$ cat src/rtl/nes_pkg.sv
package nes_pkg;
  localparam int CMD_AW = 11;
  localparam int DW     = 8;

  typedef enum logic [3:0] {
    S_READ, S_C1, S_C2, S_C3, S_C4, S_C5, S_BYP, S_WIN, S_ERASE, S_SUSP, S_ERR
  } state_t;

  localparam logic [DW-1:0] CD_UNLK_A  = 8'hAA;
  localparam logic [DW-1:0] CD_UNLK_B  = 8'h55;
  localparam logic [DW-1:0] CD_SETUP   = 8'h80;
  localparam logic [DW-1:0] CD_CONFIRM = 8'h30;
  localparam logic [DW-1:0] CD_SUSP    = 8'hB0;
  localparam logic [DW-1:0] CD_RESET   = 8'hF0;
  localparam logic [DW-1:0] CD_BYPASS  = 8'h20;

  localparam logic [CMD_AW-1:0] AD_FIRST  = 11'h555;
  localparam logic [CMD_AW-1:0] AD_SECOND = 11'h2AA;

  localparam int ST_BUSY   = 7;
  localparam int ST_TOGGLE = 6;
  localparam int ST_ERR    = 5;
  localparam int ST_RUN    = 3;
endpackage

$ cat src/rtl/nes_countdown.sv
module nes_countdown #(
  parameter int W = 8
) (
  input  logic         clk,
  input  logic         rst,
  input  logic         load,
  input  logic [W-1:0] load_val,
  input  logic         en,
  output logic         zero
);
  logic [W-1:0] cnt;

  always_ff @(posedge clk) begin
    if (rst) begin
      cnt <= '0;
    end else if (load) begin
      cnt <= load_val;
    end else if (en && cnt != '0) begin
      cnt <= cnt - 1'b1;
    end
  end

  assign zero = (cnt == '0);
endmodule

$ cat src/rtl/nes_bank.sv
module nes_bank import nes_pkg::*; #(
  parameter int BLK_BITS  = 3,
  parameter int WORD_BITS = 2
) (
  input  logic                      clk,
  input  logic                      rst,
  input  logic                      rd_en,
  input  logic [BLK_BITS+WORD_BITS-1:0] rd_idx,
  output logic [DW-1:0]             rd_q,
  input  logic                      wipe_start,
  input  logic                      wipe_en,
  input  logic [(1<<BLK_BITS)-1:0]  wipe_mask
);
  localparam int IDX_W  = BLK_BITS + WORD_BITS;
  localparam int NWORDS = 1 << IDX_W;

  logic [DW-1:0] mem [NWORDS];
  logic [IDX_W:0] ptr;  // top bit marks the sweep as finished
  logic           wr;

  initial begin
    for (int i = 0; i < NWORDS; i++) mem[i] = DW'(i * 37 + 1);
  end

  always_ff @(posedge clk) begin
    if (rst) begin
      ptr <= {1'b1, {IDX_W{1'b0}}};
    end else if (wipe_start) begin
      ptr <= '0;
    end else if (wipe_en && !ptr[IDX_W]) begin
      ptr <= ptr + 1'b1;
    end
  end

  assign wr = wipe_en && !ptr[IDX_W] && wipe_mask[ptr[IDX_W-1 -: BLK_BITS]];

  always_ff @(posedge clk) begin
    if (wr) mem[ptr[IDX_W-1:0]] <= '1;
    if (rd_en) rd_q <= mem[rd_idx];
  end
endmodule

$ cat src/rtl/nes_cmd_fsm.sv
module nes_cmd_fsm import nes_pkg::*; #(
  parameter int NBLK = 8,
  parameter int BW   = 3
) (
  input  logic              clk,
  input  logic              rst,
  input  logic              we,
  input  logic [DW-1:0]     wdata,
  input  logic [CMD_AW-1:0] cmd_addr,
  input  logic [BW-1:0]     blk,
  input  logic [NBLK-1:0]   blk_lock,
  input  logic              fail_inj,
  input  logic              win_zero,
  input  logic              eng_zero,
  output state_t            state_q,
  output logic              win_load,
  output logic              eng_load,
  output logic              eng_short,
  output logic [NBLK-1:0]   mask_q,
  output logic              err_q
);
  state_t          nxt;
  logic [NBLK-1:0] sel_q;
  logic            byp_q;
  logic            sel_new, sel_add, byp_set, byp_clr, err_clr;
  logic            hit_a, hit_b, hit_setup, hit_byp;
  logic            is_conf, is_rst, is_susp;

  assign hit_a     = we && wdata == CD_UNLK_A && cmd_addr == AD_FIRST;
  assign hit_b     = we && wdata == CD_UNLK_B && cmd_addr == AD_SECOND;
  assign hit_setup = we && wdata == CD_SETUP  && cmd_addr == AD_FIRST;
  assign hit_byp   = we && wdata == CD_BYPASS && cmd_addr == AD_FIRST;
  assign is_conf   = we && wdata == CD_CONFIRM;
  assign is_rst    = we && wdata == CD_RESET;
  assign is_susp   = we && wdata == CD_SUSP;
  assign eng_short = ((sel_q & ~blk_lock) == '0);

  always_comb begin
    nxt      = state_q;
    win_load = 1'b0;
    eng_load = 1'b0;
    sel_new  = 1'b0;
    sel_add  = 1'b0;
    byp_set  = 1'b0;
    byp_clr  = 1'b0;
    err_clr  = 1'b0;
    unique case (state_q)
      S_READ: begin
        if (byp_q) begin
          if (we && wdata == CD_SETUP) nxt = S_BYP;
          else if (is_rst)             byp_clr = 1'b1;
        end else if (hit_a) begin
          nxt = S_C1;
        end
      end
      S_C1: if (we) nxt = hit_b ? S_C2 : S_READ;
      S_C2: begin
        if (we) begin
          nxt = S_READ;
          if (hit_setup)    nxt = S_C3;
          else if (hit_byp) byp_set = 1'b1;
        end
      end
      S_C3: if (we) nxt = hit_a ? S_C4 : S_READ;
      S_C4: if (we) nxt = hit_b ? S_C5 : S_READ;
      S_C5, S_BYP: begin
        if (we) begin
          nxt = S_READ;
          if (is_conf) begin
            nxt      = S_WIN;
            sel_new  = 1'b1;
            win_load = 1'b1;
          end
        end
      end
      S_WIN: begin
        if (is_rst) begin
          nxt = S_READ;
        end else if (is_conf) begin
          sel_add  = 1'b1;
          win_load = 1'b1;
        end else if (win_zero) begin
          nxt      = S_ERASE;
          eng_load = 1'b1;
        end
      end
      S_ERASE: begin
        if (is_susp)       nxt = S_SUSP;
        else if (eng_zero) nxt = (err_q || fail_inj) ? S_ERR : S_READ;
      end
      S_SUSP: if (is_conf) nxt = S_ERASE;
      S_ERR: begin
        if (is_rst) begin
          nxt     = S_READ;
          err_clr = 1'b1;
        end
      end
      default: nxt = S_READ;
    endcase
  end

  always_ff @(posedge clk) begin
    if (rst) begin
      state_q <= S_READ;
      sel_q   <= '0;
      mask_q  <= '0;
      byp_q   <= 1'b0;
      err_q   <= 1'b0;
    end else begin
      state_q <= nxt;
      if (sel_new)      sel_q <= NBLK'(1) << blk;
      else if (sel_add) sel_q <= sel_q | (NBLK'(1) << blk);
      if (eng_load)     mask_q <= sel_q & ~blk_lock;
      if (byp_set)      byp_q <= 1'b1;
      else if (byp_clr) byp_q <= 1'b0;
      if (err_clr)      err_q <= 1'b0;
      else if (state_q == S_ERASE && fail_inj) err_q <= 1'b1;
    end
  end
endmodule

$ cat src/rtl/nor_erase_seq.sv
module nor_erase_seq import nes_pkg::*; #(
  parameter int BLK_BITS  = 3,
  parameter int WORD_BITS = 2,
  parameter int ADDR_W    = CMD_AW + BLK_BITS,
  parameter int TOUT_CYC  = 20,
  parameter int ERASE_CYC = 48,
  parameter int PROT_CYC  = 12
) (
  input  logic                     clk,
  input  logic                     rst,
  input  logic                     bus_we,
  input  logic                     bus_re,
  input  logic [ADDR_W-1:0]        bus_addr,
  input  logic [DW-1:0]            bus_wdata,
  input  logic [(1<<BLK_BITS)-1:0] blk_lock,
  input  logic                     fail_inj,
  output logic [DW-1:0]            bus_rdata
);
  localparam int NBLK    = 1 << BLK_BITS;
  localparam int IDX_W   = BLK_BITS + WORD_BITS;
  localparam int CNT_TOP = (TOUT_CYC > ERASE_CYC) ? TOUT_CYC : ERASE_CYC;
  localparam int CW      = $clog2(CNT_TOP + 1);

  state_t          st;
  logic            win_load, eng_load, eng_short, win_zero, eng_zero, err_q;
  logic [NBLK-1:0] mask_q;
  logic [CW-1:0]   eng_val;
  logic [BLK_BITS-1:0] blk;
  logic [IDX_W-1:0]    idx;
  logic            busy, show_stat, tog_q, rd_sel_q;
  logic [DW-1:0]   stat_w, rd_stat_q, arr_q;

  assign blk = bus_addr[ADDR_W-1 -: BLK_BITS];
  assign idx = {blk, bus_addr[WORD_BITS-1:0]};

  nes_cmd_fsm #(.NBLK(NBLK), .BW(BLK_BITS)) u_fsm (
    .clk(clk), .rst(rst), .we(bus_we), .wdata(bus_wdata),
    .cmd_addr(bus_addr[CMD_AW-1:0]), .blk(blk), .blk_lock(blk_lock),
    .fail_inj(fail_inj), .win_zero(win_zero), .eng_zero(eng_zero),
    .state_q(st), .win_load(win_load), .eng_load(eng_load),
    .eng_short(eng_short), .mask_q(mask_q), .err_q(err_q)
  );

  nes_countdown #(.W(CW)) u_win (
    .clk(clk), .rst(rst), .load(win_load), .load_val(CW'(TOUT_CYC)),
    .en(st == S_WIN), .zero(win_zero)
  );

  assign eng_val = eng_short ? CW'(PROT_CYC) : CW'(ERASE_CYC);

  nes_countdown #(.W(CW)) u_eng (
    .clk(clk), .rst(rst), .load(eng_load), .load_val(eng_val),
    .en(st == S_ERASE), .zero(eng_zero)
  );

  nes_bank #(.BLK_BITS(BLK_BITS), .WORD_BITS(WORD_BITS)) u_bank (
    .clk(clk), .rst(rst), .rd_en(bus_re), .rd_idx(idx), .rd_q(arr_q),
    .wipe_start(eng_load), .wipe_en(st == S_ERASE), .wipe_mask(mask_q)
  );

  assign busy      = (st == S_WIN) || (st == S_ERASE);
  assign show_stat = busy || (st == S_ERR);

  always_comb begin
    stat_w            = '0;
    stat_w[ST_BUSY]   = busy;
    stat_w[ST_TOGGLE] = tog_q;
    stat_w[ST_ERR]    = err_q;
    stat_w[ST_RUN]    = (st == S_ERASE);
  end

  always_ff @(posedge clk) begin
    if (rst) begin
      tog_q     <= 1'b0;
      rd_sel_q  <= 1'b0;
      rd_stat_q <= '0;
    end else if (bus_re) begin
      rd_sel_q  <= show_stat;
      rd_stat_q <= stat_w;
      if (busy) tog_q <= ~tog_q;
    end
  end

  assign bus_rdata = rd_sel_q ? rd_stat_q : arr_q;
endmodule

$ cat config.mk
export PLATFORM = sky130hd
export DESIGN_NAME = nor_erase_seq
export DESIGN_NICKNAME = d
export VERILOG_FILES = /design/src/rtl/nes_pkg.sv /design/src/rtl/nes_countdown.sv /design/src/rtl/nes_bank.sv /design/src/rtl/nes_cmd_fsm.sv /design/src/rtl/nor_erase_seq.sv
export SDC_FILE = /design/constraint.sdc
export NUM_CORES = 1
export LEC_CHECK = 0
export BUFFER_PORTS_ARGS = -buffer_cell sky130_fd_sc_hd__buf_2
export CORE_MARGIN = 2
export CORE_UTILIZATION = 40
export CTS_BUF_LIST = sky130_fd_sc_hd__clkbuf_4 sky130_fd_sc_hd__clkbuf_8
export DETAILED_ROUTE_END_ITERATION = 16
export GPL_TIMING_DRIVEN = 0
export PLACE_DENSITY = 0.64
export SLEW_MARGIN = 20
export SYNTH_ARGS = -nofsm -noshare
export SYNTH_HDL_FRONTEND = slang
export SYNTH_SLANG_ARGS = --single-unit
$ cat constraint.sdc
create_clock -name clk -period 5.35 [get_ports clk]
set_input_delay 0.2675 -clock clk [delete_from_list [all_inputs] [get_ports clk]]
set_output_delay 0.2675 -clock clk [all_outputs]
set_load 0.005 [all_outputs]
==> reports/qor.csv <==
metric;value;unit
outcome;finished, final reports clean;
cts_resized;0;
antenna_found_initial;0;
maxCapViolCount;0;
start_util;40.46;%
wl_per_cell;17.27;um
die_area;13520;um^2
worstHoldPathType;in2reg;
clkLatencyLatePin;0.38;ns
stdcell_count;811;
wirelength;14.01;mm
ioPinCount;43;
postLayoutCellArea;5737;um^2
die_y;116.3;um
period_minus_slack;2.645;ns
avgSynthCellArea;9.104;um^2
final_cell_mix;nor2_1, dfxtp_1, edfxtp_1;
final_util;46.02;%
cp.required;5.43;ns
coreArea;12470;um^2
yosys_warnings;0;
drive_gt1_share;15.18;%
post-route-period-util;49.44;%
p_total;1.354;mW
power_leakage;2.057;nW
areaGrowthSynthToFinish;13.74;%
power.density;236.0;nW/um^2
rrSetupSlack;2.71;ns
hold_viol;0;
root_buffer;clkbuf_8;
h-tree-depth;3;
critPathArrivalTime;2.73;ns
overflow;0;
worstSetupPathType;reg2reg;
syn_inst;554;
clock.fmax;0.3781;GHz
dr.pass1.iters;5;
numCtsBuffers;9;
die_w;116.3;um
yosysSeqAreaShare;42.07;%
cts.clk_slew.worst_paths;0.09;ns
ys_ff_latch;86;
r2r-start;u_fsm.state_q[0];
drt_iter0_markers;428;
worstRegToRegCells;8;
pre_cts_ws;2.582;ns
worst_slew_pin_slew;0.8065;ns
routed-via-count;4532;
grt_pass1_wl;22.45;mm
max_slew_margin;45.74;%
rows;41;
gp_congestion;0.8994;
drc_errors;0;
finalWorstSetupSlack;2.705;ns
groute.usage.overall;21.85;%
cts_buffer_depth;2;
final_antenna_net_count;0;
cp-start-kind;register;
placed_area;5572;um^2
fill_cells;1255;
synth-main-ff-cell;dfxtp_1;
path_max_fanout;10;
dp.cells;795;
cts_hold_buf;0;
cts_tree;done;
via_per_inst;5.588;
synth-edff-count;40;
final_common_cell;nor2_1;
crit_path_start;u_fsm.state_q[0];
fin_skew;0.01505;ns
yosysUniqueCellTypes;75;
grt_max_degree;15;
async_flop_share;0;%
worstSetupEndpoint;u_bank.mem[23][5];
peakVddDrop;0.0001036;V
num-nets-final;676;
reg2reg_to;u_bank.mem[23][5];
slew_viol_final;0;
cts_setup_buffers;0;
port_buffers;38;
dp_hpwl;10.58;mm
setup_tns;0;ns
setup_viol;0;
hold_slack;0.1263;ns
rsz0062_at_grt;no;
syn_area;5044;um^2
worstSetupEndpointType;register;
diodes;0;
grt_pass1_vias;4311;
cts_num_sinks;86;
==> synth_stat cells (7+ instances only) <==
cell | count | area (um^2)
nand2_1 | 29 | 108.9
nor2b_1 | 19 | 118.9
a21oi_1 | 25 | 125.1
nand2b_1 | 8 | 50.05
inv_1 | 11 | 41.29
nor2_1 | 93 | 349.1
o221ai_1 | 7 | 61.31
edfxtp_1 | 40 | 1201
dfxtp_1 | 46 | 920.9
ha_1 | 7 | 87.58
mux2i_1 | 20 | 200.2
o21ai_0 | 32 | 160.2
nor3_1 | 13 | 65.06
nand3_1 | 18 | 90.09
mux2_2 | 13 | 146.4
clkbuf_1 | 25 | 93.84
nor4_1 | 9 | 56.30
==> kinds of logic after synthesis <==
family,after synthesis,share of synthesized area [%]
and+or+nand+nor,243,25.06
AOI/OAI and AO/OA,126,17.07
DFF,86,42.07
buffers and inverters,44,4.143
muxes,35,7.765
xor gates and xnor gates,12,2.084
adders and majority gates,7,1.736
other,1,0.07435
==> area by class of cell <==
type / count / area (um^2) / share of cell area (%)
sequential: 86 / 2122 / 36.99
clock buffer: 9 / 123.9 / 2.159
tap: 172 / 215.2 / 3.751
multi-input combinational: 455 / 2835 / 49.42
inverter: 11 / 41.29 / 0.7197
timing repair buffer: 38 / 190.2 / 3.315
buffer: 33 / 167.7 / 2.923
clock inverter: 7 / 41.29 / 0.7197
==> report_power, final <==
part | leakage [nW] | switching [mW] | internal [mW]
combinational | 1.24 | 0.144 | 0.0951
clock | 0.0825 | 0.245 | 0.165
sequential | 0.734 | 0.00442 | 0.700
==> sequential cells by signal (all words and copies together), names as in the netlist, 4 cells and up <==
signal	flops
u_bank.mem	32
u_bank.rd_q	8
u_fsm.mask_q	8
u_fsm.sel_q	8
u_bank.ptr	6
u_eng.cnt	6
u_win.cnt	6
rd_stat_q	4
u_fsm.state_q	4
==> worst max-delay path, stage by stage, from the launching register on <==
cell and delay, ns:
dfxtp_1 0.33, buf_4 0.17, or2_2 0.35, or2_2 0.38, nor2_1 0.30, nand2_1 0.14
or2_2 0.28, clkbuf_1 0.22, nor2_1 0.17
==> how the worst min path moves through the flow <==
stage / start / to / slack [ns] / cells after the start
after floorplan: bus_re / u_bank.rd_q[0] / 0.38 / 0
after global placement: u_fsm.sel_q[6] / u_fsm.sel_q[6] / 0.47 / 2
after detailed placement: rd_stat_q[7] / rd_stat_q[7] / 0.48 / 2
after CTS: rst / u_fsm.state_q[3] / 0.11 / 2
after global routing: rst / u_fsm.state_q[3] / 0.11 / 2
final: rst / u_fsm.state_q[3] / 0.13 / 2
==> routing by layer <==
metal	track usage [%]	vias up	routed length, um
met5	0	-	0
met4	9.127	0	322
met3	3.217	26	989
met2	33.68	214	6195
met1	30.78	2111	6500
li1	-	2181	-
Note: power is estimated with default switching activity, not from simulation.
